`config.mk`:
```
export PLATFORM = sky130hd
export DESIGN_NAME = serial_audio_deser
export DESIGN_NICKNAME = d
export VERILOG_FILES = /design/src/rtl/sad_pkg.sv /design/src/rtl/sad_sync.sv /design/src/rtl/sad_sipo.sv /design/src/rtl/sad_chan_regs.sv /design/src/rtl/serial_audio_deser.sv
export SDC_FILE = /design/constraint.sdc
export NUM_CORES = 1
export LEC_CHECK = 0
export BUFFER_PORTS_ARGS = -buffer_cell sky130_fd_sc_hd__buf_2
export CAP_MARGIN = 20
export CORE_ASPECT_RATIO = 1.75
export CORE_MARGIN = 2
export CORE_UTILIZATION = 52
export DETAILED_ROUTE_END_ITERATION = 7
export PLACE_DENSITY = 0.82
export SYNTH_ARGS = -nofsm -noshare
export SYNTH_HDL_FRONTEND = slang
export SYNTH_HIERARCHICAL = 1
export SYNTH_SLANG_ARGS = --single-unit
```
`constraint.sdc`:
```
create_clock -name clk -period 1.4 [get_ports clk]
set_clock_uncertainty 0.15 [all_clocks]
set_input_delay 0.21 -clock clk [delete_from_list [all_inputs] [get_ports clk]]
set_output_delay 0.21 -clock clk [all_outputs]
set_load 0.01 [all_outputs]
```
`src/rtl/sad_pkg.sv`:
```
package sad_pkg;
   localparam int SAD_SAMPLE_W = 16;
   localparam int SAD_SYNC_MIN = 2;

   typedef enum logic [0:0] {
      CH_LEFT  = 1'b0,
      CH_RIGHT = 1'b1
   } sad_chan_e;

   typedef struct packed {
      logic sdata;
      logic bclk;
      logic wclk;
   } sad_lines_t;
endpackage

```
`src/rtl/sad_sync.sv`:
```
module sad_sync #(
   parameter int W      = 3,
   parameter int STAGES = 2
) (
   input  logic         clk,
   input  logic         rst_n,
   input  logic [W-1:0] async_i,
   output logic [W-1:0] sync_o,
   output logic [W-1:0] prev_o
);
   initial begin
      if (STAGES < sad_pkg::SAD_SYNC_MIN) $error("sad_sync: STAGES below minimum");
      if (W < 1) $error("sad_sync: W must be positive");
   end

   logic [W-1:0] pipe [STAGES];

   always_ff @(posedge clk or negedge rst_n) begin
      if (!rst_n) pipe[0] <= '0;
      else        pipe[0] <= async_i;
   end

   for (genvar g = 1; g < STAGES; g++) begin : g_stage
      always_ff @(posedge clk or negedge rst_n) begin
         if (!rst_n) pipe[g] <= '0;
         else        pipe[g] <= pipe[g-1];
      end
   end

   always_ff @(posedge clk or negedge rst_n) begin
      if (!rst_n) prev_o <= '0;
      else        prev_o <= pipe[STAGES-1];
   end

   assign sync_o = pipe[STAGES-1];
endmodule

```
`src/rtl/sad_sipo.sv`:
```
module sad_sipo #(
   parameter int SAMPLE_W = 16
) (
   input  logic                clk,
   input  logic                rst_n,
   input  logic                shift_i,
   input  logic                bit_i,
   output logic [SAMPLE_W-1:0] word_o
);
   initial begin
      if (SAMPLE_W < 2) $error("sad_sipo: SAMPLE_W must be at least 2");
   end

   always_ff @(posedge clk or negedge rst_n) begin
      if (!rst_n)       word_o <= '0;
      else if (shift_i) word_o <= {word_o[SAMPLE_W-2:0], bit_i};
   end
endmodule

```
`src/rtl/sad_chan_regs.sv`:
```
module sad_chan_regs #(
   parameter int SAMPLE_W = 16
) (
   input  logic                clk,
   input  logic                rst_n,
   input  logic                cap_left_i,
   input  logic                cap_right_i,
   input  logic [SAMPLE_W-1:0] word_i,
   input  logic                frame_start_i,
   output logic [SAMPLE_W-1:0] s1_left_o,
   output logic [SAMPLE_W-1:0] s1_right_o,
   output logic                pair_ok_o,
   output logic [SAMPLE_W-1:0] left_o,
   output logic [SAMPLE_W-1:0] right_o,
   output logic                valid_o
);
   import sad_pkg::*;

   logic [SAMPLE_W-1:0] stage1 [2];
   logic                have_left;

   for (genvar c = 0; c < 2; c++) begin : g_stage1
      logic cap;
      assign cap = (c == int'(CH_LEFT)) ? cap_left_i : cap_right_i;
      always_ff @(posedge clk or negedge rst_n) begin
         if (!rst_n)   stage1[c] <= '0;
         else if (cap) stage1[c] <= word_i;
      end
   end

   always_ff @(posedge clk or negedge rst_n) begin
      if (!rst_n) begin
         have_left <= 1'b0;
         pair_ok_o <= 1'b0;
      end else begin
         if (cap_left_i) have_left <= 1'b1;
         if (cap_right_i && have_left) pair_ok_o <= 1'b1;
      end
   end

   always_ff @(posedge clk or negedge rst_n) begin
      if (!rst_n) begin
         left_o  <= '0;
         right_o <= '0;
         valid_o <= 1'b0;
      end else begin
         valid_o <= frame_start_i && pair_ok_o;
         if (frame_start_i && pair_ok_o) begin
            left_o  <= stage1[CH_LEFT];
            right_o <= stage1[CH_RIGHT];
         end
      end
   end

   assign s1_left_o  = stage1[CH_LEFT];
   assign s1_right_o = stage1[CH_RIGHT];
endmodule

```
`src/rtl/serial_audio_deser.sv`:
```
module serial_audio_deser #(
   parameter int SAMPLE_W     = sad_pkg::SAD_SAMPLE_W,
   parameter int SYNC_STAGES  = 2,
   parameter bit LEFT_ON_FALL = 1'b1
) (
   input  logic                clk,
   input  logic                rst_n,
   input  logic                sdata_i,
   input  logic                bclk_i,
   input  logic                wclk_i,
   input  logic                frame_start_i,
   output logic [SAMPLE_W-1:0] left_o,
   output logic [SAMPLE_W-1:0] right_o,
   output logic                valid_o
);
   import sad_pkg::*;

   localparam int LINES_W = $bits(sad_lines_t);

   initial begin
      if (SAMPLE_W < 2) $error("serial_audio_deser: SAMPLE_W too small");
      if (SYNC_STAGES < SAD_SYNC_MIN) $error("serial_audio_deser: SYNC_STAGES too small");
   end

   sad_lines_t raw_lines, cur_lines, old_lines;
   logic [LINES_W-1:0] cur_vec, old_vec;

   assign raw_lines = '{sdata: sdata_i, bclk: bclk_i, wclk: wclk_i};

   sad_sync #(.W(LINES_W), .STAGES(SYNC_STAGES)) u_sync (
      .clk    (clk),
      .rst_n  (rst_n),
      .async_i(raw_lines),
      .sync_o (cur_vec),
      .prev_o (old_vec)
   );

   assign cur_lines = cur_vec;
   assign old_lines = old_vec;

   logic bit_rise, word_rise, word_fall, cap_left, cap_right;
   assign bit_rise  =  cur_lines.bclk && !old_lines.bclk;
   assign word_rise =  cur_lines.wclk && !old_lines.wclk;
   assign word_fall = !cur_lines.wclk &&  old_lines.wclk;

   if (LEFT_ON_FALL) begin : g_left_fall
      assign cap_left  = word_fall;
      assign cap_right = word_rise;
   end else begin : g_left_rise
      assign cap_left  = word_rise;
      assign cap_right = word_fall;
   end

   logic [SAMPLE_W-1:0] sipo_word;

   sad_sipo #(.SAMPLE_W(SAMPLE_W)) u_sipo (
      .clk    (clk),
      .rst_n  (rst_n),
      .shift_i(bit_rise),
      .bit_i  (cur_lines.sdata),
      .word_o (sipo_word)
   );

   logic [SAMPLE_W-1:0] s1_left, s1_right;
   logic                pair_ok;

   sad_chan_regs #(.SAMPLE_W(SAMPLE_W)) u_chan (
      .clk          (clk),
      .rst_n        (rst_n),
      .cap_left_i   (cap_left),
      .cap_right_i  (cap_right),
      .word_i       (sipo_word),
      .frame_start_i(frame_start_i),
      .s1_left_o    (s1_left),
      .s1_right_o   (s1_right),
      .pair_ok_o    (pair_ok),
      .left_o       (left_o),
      .right_o      (right_o),
      .valid_o      (valid_o)
   );
endmodule

```
== After elaboration in Yosys (flattened, before gate mapping) ==
Index checks and enable logic that the tools add are counted.

* Reductions and logical operators: 8

{| class="wikitable"
|+ Operator list
! cell !! count
|-
| $logic_and 1x1->1 || 5
|-
| $logic_not 1->1 || 3
|}

* Flip-flop bits (word level): 91
* Input port bits: 6

== Longest topological paths before layout ==
* Word-level depth: 3
* Mapped depth: 5
* Mapped depth without buffers: 2

== Cells and area by module ==
The synthesis kept the hierarchy.

{| class="wikitable"
|+ Modules (own cells, without submodules)
! module !! times used !! cells an instance !! area an instance (µm²)
|-
| sad_chan_regs || 1 || 142 || 2,610.0
|-
| sad_sipo || 1 || 34 || 649.4
|-
| sad_sync || 1 || 12 || 247.7
|-
| serial_audio_deser || 1 || 3 || 21.3
|}

== Worst setup path after synthesis ==
No wires, ideal clock.

* Path kind: register to register
* From: register u_sync.pipe, in the netlist u_sync/sync_o[0]
* To: register u_chan.stage1, in the netlist u_chan/s1_left_o[10]
* Library setup time: 0.125 ns
* Arrival time: 1.190 ns
* Data required time: 1.125 ns
* Path slack: -0.065 ns
* Cell stages (with the launch flop): 6
* Path buffers: 3
* Cells stage by stage: dfrtp_1 buf_4 nor2b_1 buf_6 buf_6 mux2_2

* Cells in the longest elaborated chain, start to end: 2

{| class="wikitable"
|+ Ends and longest elaborated chain
! element !! RTL line !! text
|-
| from (decl) || sad_sync.sv:16 || <nowiki>logic [W-1:0] pipe [STAGES];</nowiki>
|-
| from (signal, indexed assignment) || sad_sync.sv:26 || <nowiki>else pipe[g] <= pipe[g-1];</nowiki>
|-
| $logic_not 1->1 || serial_audio_deser.sv:44 || <nowiki>assign word_fall = !cur_lines.wclk && old_lines.wclk;</nowiki>
|-
| $logic_and 1x1->1 || serial_audio_deser.sv:44 ||
|-
| net cap_left || serial_audio_deser.sv:41 || <nowiki>logic bit_rise, word_rise, word_fall, cap_left, cap_right;</nowiki>
|-
| to (signal, indexed assignment) || sad_chan_regs.sv:27 || <nowiki>else if (cap) stage1[c] <= word_i;</nowiki>
|-
| to (decl) || sad_chan_regs.sv:19 || <nowiki>logic [SAMPLE_W-1:0] stage1 [2];</nowiki>
|}

The timed path passes the listed nets, and every way through them passes these cells.
A chain may end at the register's enable or synchronous reset.

== Worst setup path in the final report ==
* From: register u_sync.prev_o[0]
* To: register u_chan.stage1, in the netlist u_chan/s1_right_o[13]

* Cells in the longest elaborated chain, start to end: 2

{| class="wikitable"
|+ Ends and longest elaborated chain
! element !! RTL line !! text
|-
| from (decl) || sad_sync.sv:9 || <nowiki>output logic [W-1:0] prev_o</nowiki>
|-
| from (signal assigned) || sad_sync.sv:32 || <nowiki>else prev_o <= pipe[STAGES-1];</nowiki>
|-
| $logic_not 1->1 || serial_audio_deser.sv:43 || <nowiki>assign word_rise = cur_lines.wclk && !old_lines.wclk;</nowiki>
|-
| $logic_and 1x1->1 || serial_audio_deser.sv:43 ||
|-
| net cap_right || serial_audio_deser.sv:41 ||
|}

The timed path passes the listed nets, and every way through them passes these cells.

==> results by group <==
Routing
  • Post-route ant nets: 0
  • Top sig layer: met4
  • Vias: 1632
  • WL/cell: 16.06 um
  • Initial DRC count: 55
  • Drt via density: around 5
  • Met3 wire len: between 150 and 200 um
  • # DRC: 0
  • DRT Pass-1 Iters: 4
  • WL met2: 2696 um
  • Metal-1 WL: 2219 um
  • WL final: 5252 um

Finish
  • Area Growth Syn to Fin: 19.36%
  • ANT cells: 0
  • Share of post-route cells with drive strength above 1: 60.82%
  • Nets: between 200 and 250
  • Utilization after layout: 63.95%

Place
  • Placer Congestion: 0.7307
  • Place WS: -0.09477 ns
  • Port buffer count: 38
  • HPWL Detailed: 3570 um

CTS
  • Clock sink total: 91
  • CTS tree: done
  • Reg clk slew, reported paths: around 0.06 ns
  • CTS buffer count: 9
  • Clk root buf: clkbuf_16
  • Clk Latency, worst-skew pair: approximately 0.34 ns
  • Clock Path Buffers: 2
  • H-tree levels: 3

Floorplanning
  • Core ar.: 6539 um2
  • Die height: roughly 110 um
  • IO Count: 39
  • Initial Util: 53.58%
  • Num rows: 39
  • Chip width: between 60 and 70 um
  • DIE AREA: 7435 um2

Yosys
  • Mapped Cells: 190
  • YS warnings: 6
  • Mapped Nets: about 200
  • Mapped cell area: 3503 um2
  • Avg Inst Size Synth: 18.44 um2

Critical path
  • Worst setup SP type: register
  • CP Data Arrival Time: 1.49 ns
  • CP Capture Type: register
  • Critical path class: reg2reg
  • CP Launch Point: u_sync/prev_o[0]$_DFF_PN0_
  • RR Startpoint: u_sync/prev_o[0]$_DFF_PN0_
  • CP max FO: 17
  • Critical path required time: about 1.5 ns

Timing
  • Fin. Hold Viols: 0
  • RSZ-0062 raised after global routing: yes
  • Fin. max-slew vios: 0
  • Fmax achieved: 704.7 MHz
  • Worst rel slew slack: just over 80%
  • Hold slack: 0.1067 ns
  • TNS Setup: -0.05457 ns
  • Final setup margin: -0.01906 ns
  • Worst Tran Pin Value: 0.2599 ns
  • Fin crit share: 101.4%
  • Setup violators final: 10
  • Minimum clock period: approximately 1.4 ns

Job
  • Maxcap violations: 0

GRT
  • First-pass GRT wire length: 8845 um
  • Initial antenna violation count: 0
  • All-Layer GR Usage: about 16%
  • Gr ovfl total: 0
  • Number of global-route vias before repair: 1794
  • Largest net degree at the start of global routing: 47

Min path
  • Worst Hold Class: in2async

Power and ir drop
  • Lkg Pwr: a little over 2 nW
  • Overall power: around 8.7 mW
  • Power per cell area: about 2100 nW/um2
  • VDD IR max: 1.314 mV

Status
  • Status: finished, violations left
  • Failing checks: negative setup slack
==> through the flow <==
| stage | std cells | instance area [um2] |
|---|---|---|
| floorplan | 190 | 3548 |
| global placement | 307 | 3827 |
| detailed placement | 307 | 3827 |
| CTS | 327 | 4173 |
| global route | 327 | 4182 |
| finish | 327 | 4182 |
==> worst max-delay path, cell delays in order, from the launching register on <==
cell     delay [ns]
dfrtp_1        0.37
and2b_4        0.41
mux2_2         0.38
==> where the power goes <==
group	switching, mW	internal [mW]	leakage, nW
Sequential	0.636	3.61	1.13
Combinational	0.695	1.42	0.801
Clock	0.991	1.39	0.138
==> cell usage in the layout (no fill, tap or decap) <==
master	instances
nand2_4	1
buf_2	37
dlygate4sd3_1	4
buf_6	2
nor2b_4	1
inv_6	2
inv_1	1
mux2_4	48
buf_4	4
nor2b_2	1
or2_2	1
and2b_4	1
dfrtp_1	91
bufinv_16	1
buf_12	4
mux2_2	32
clkbuf_16	9
a21o_2	1
clkinv_2	1
clkinvlp_4	3
==> final timing paths <==
check | end | slack [ns] | cells after the start
max | u_chan/s1_right_o[13]$_DFFE_PN0P_ | -0.02 | 2
min | u_chan/right_o[13]$_DFFE_PN0P_ | 0.11 | 2
max reg2reg | u_chan/s1_right_o[13]$_DFFE_PN0P_ | -0.02 | 2
min reg2reg | u_sync/sync_o[1]$_DFF_PN0_ | 0.20 | 0
max in group asynchronous | u_chan/s1_left_o[3]$_DFFE_PN0P_ | 0.52 | 3
min in group clk | u_chan/left_o[15]$_DFFE_PN0P_ | 0.12 | 3
==> cell type report <==
class	instances	area, um2
Fill cell	473	2357
Sequential cell	91	2277
Multi-Input combinational cell	86	1140
Timing Repair Buffer	51	357.8
Clock buffer	9	225.2
Tap cell	82	102.6
Clock inverter	7	75.07
Inverter	1	3.754
==> flip-flops by register name, summed over array words and instances, names as in the netlist <==
name               cells
u_chan/valid_o         1
u_chan/s1_right_o     16
u_chan/right_o        16
u_sync/prev_o          2
u_sync/pipe            3
u_sipo/word_o         16
u_chan/s1_left_o      16
u_chan/left_o         16
u_chan/have_left       1
u_sync/sync_o          3
u_chan/pair_ok_o       1
==> metal layers <==
metal	GRT usage [%]	vias up
met3	5.411	11
met4	8.844	0
met1	21.46	838
met2	23.97	32
li1	-	751
met5	0	-
==> repair_timing <==
item | in CTS | in global routing
setup buffers | 0 | 0
resized for setup | 2 | 2
endpoints found under the hold margin | 94 | 0
setup endpoints to repair | 21 | 32
hold buffers | 4 | 0
(Power assumes the default switching activity.)
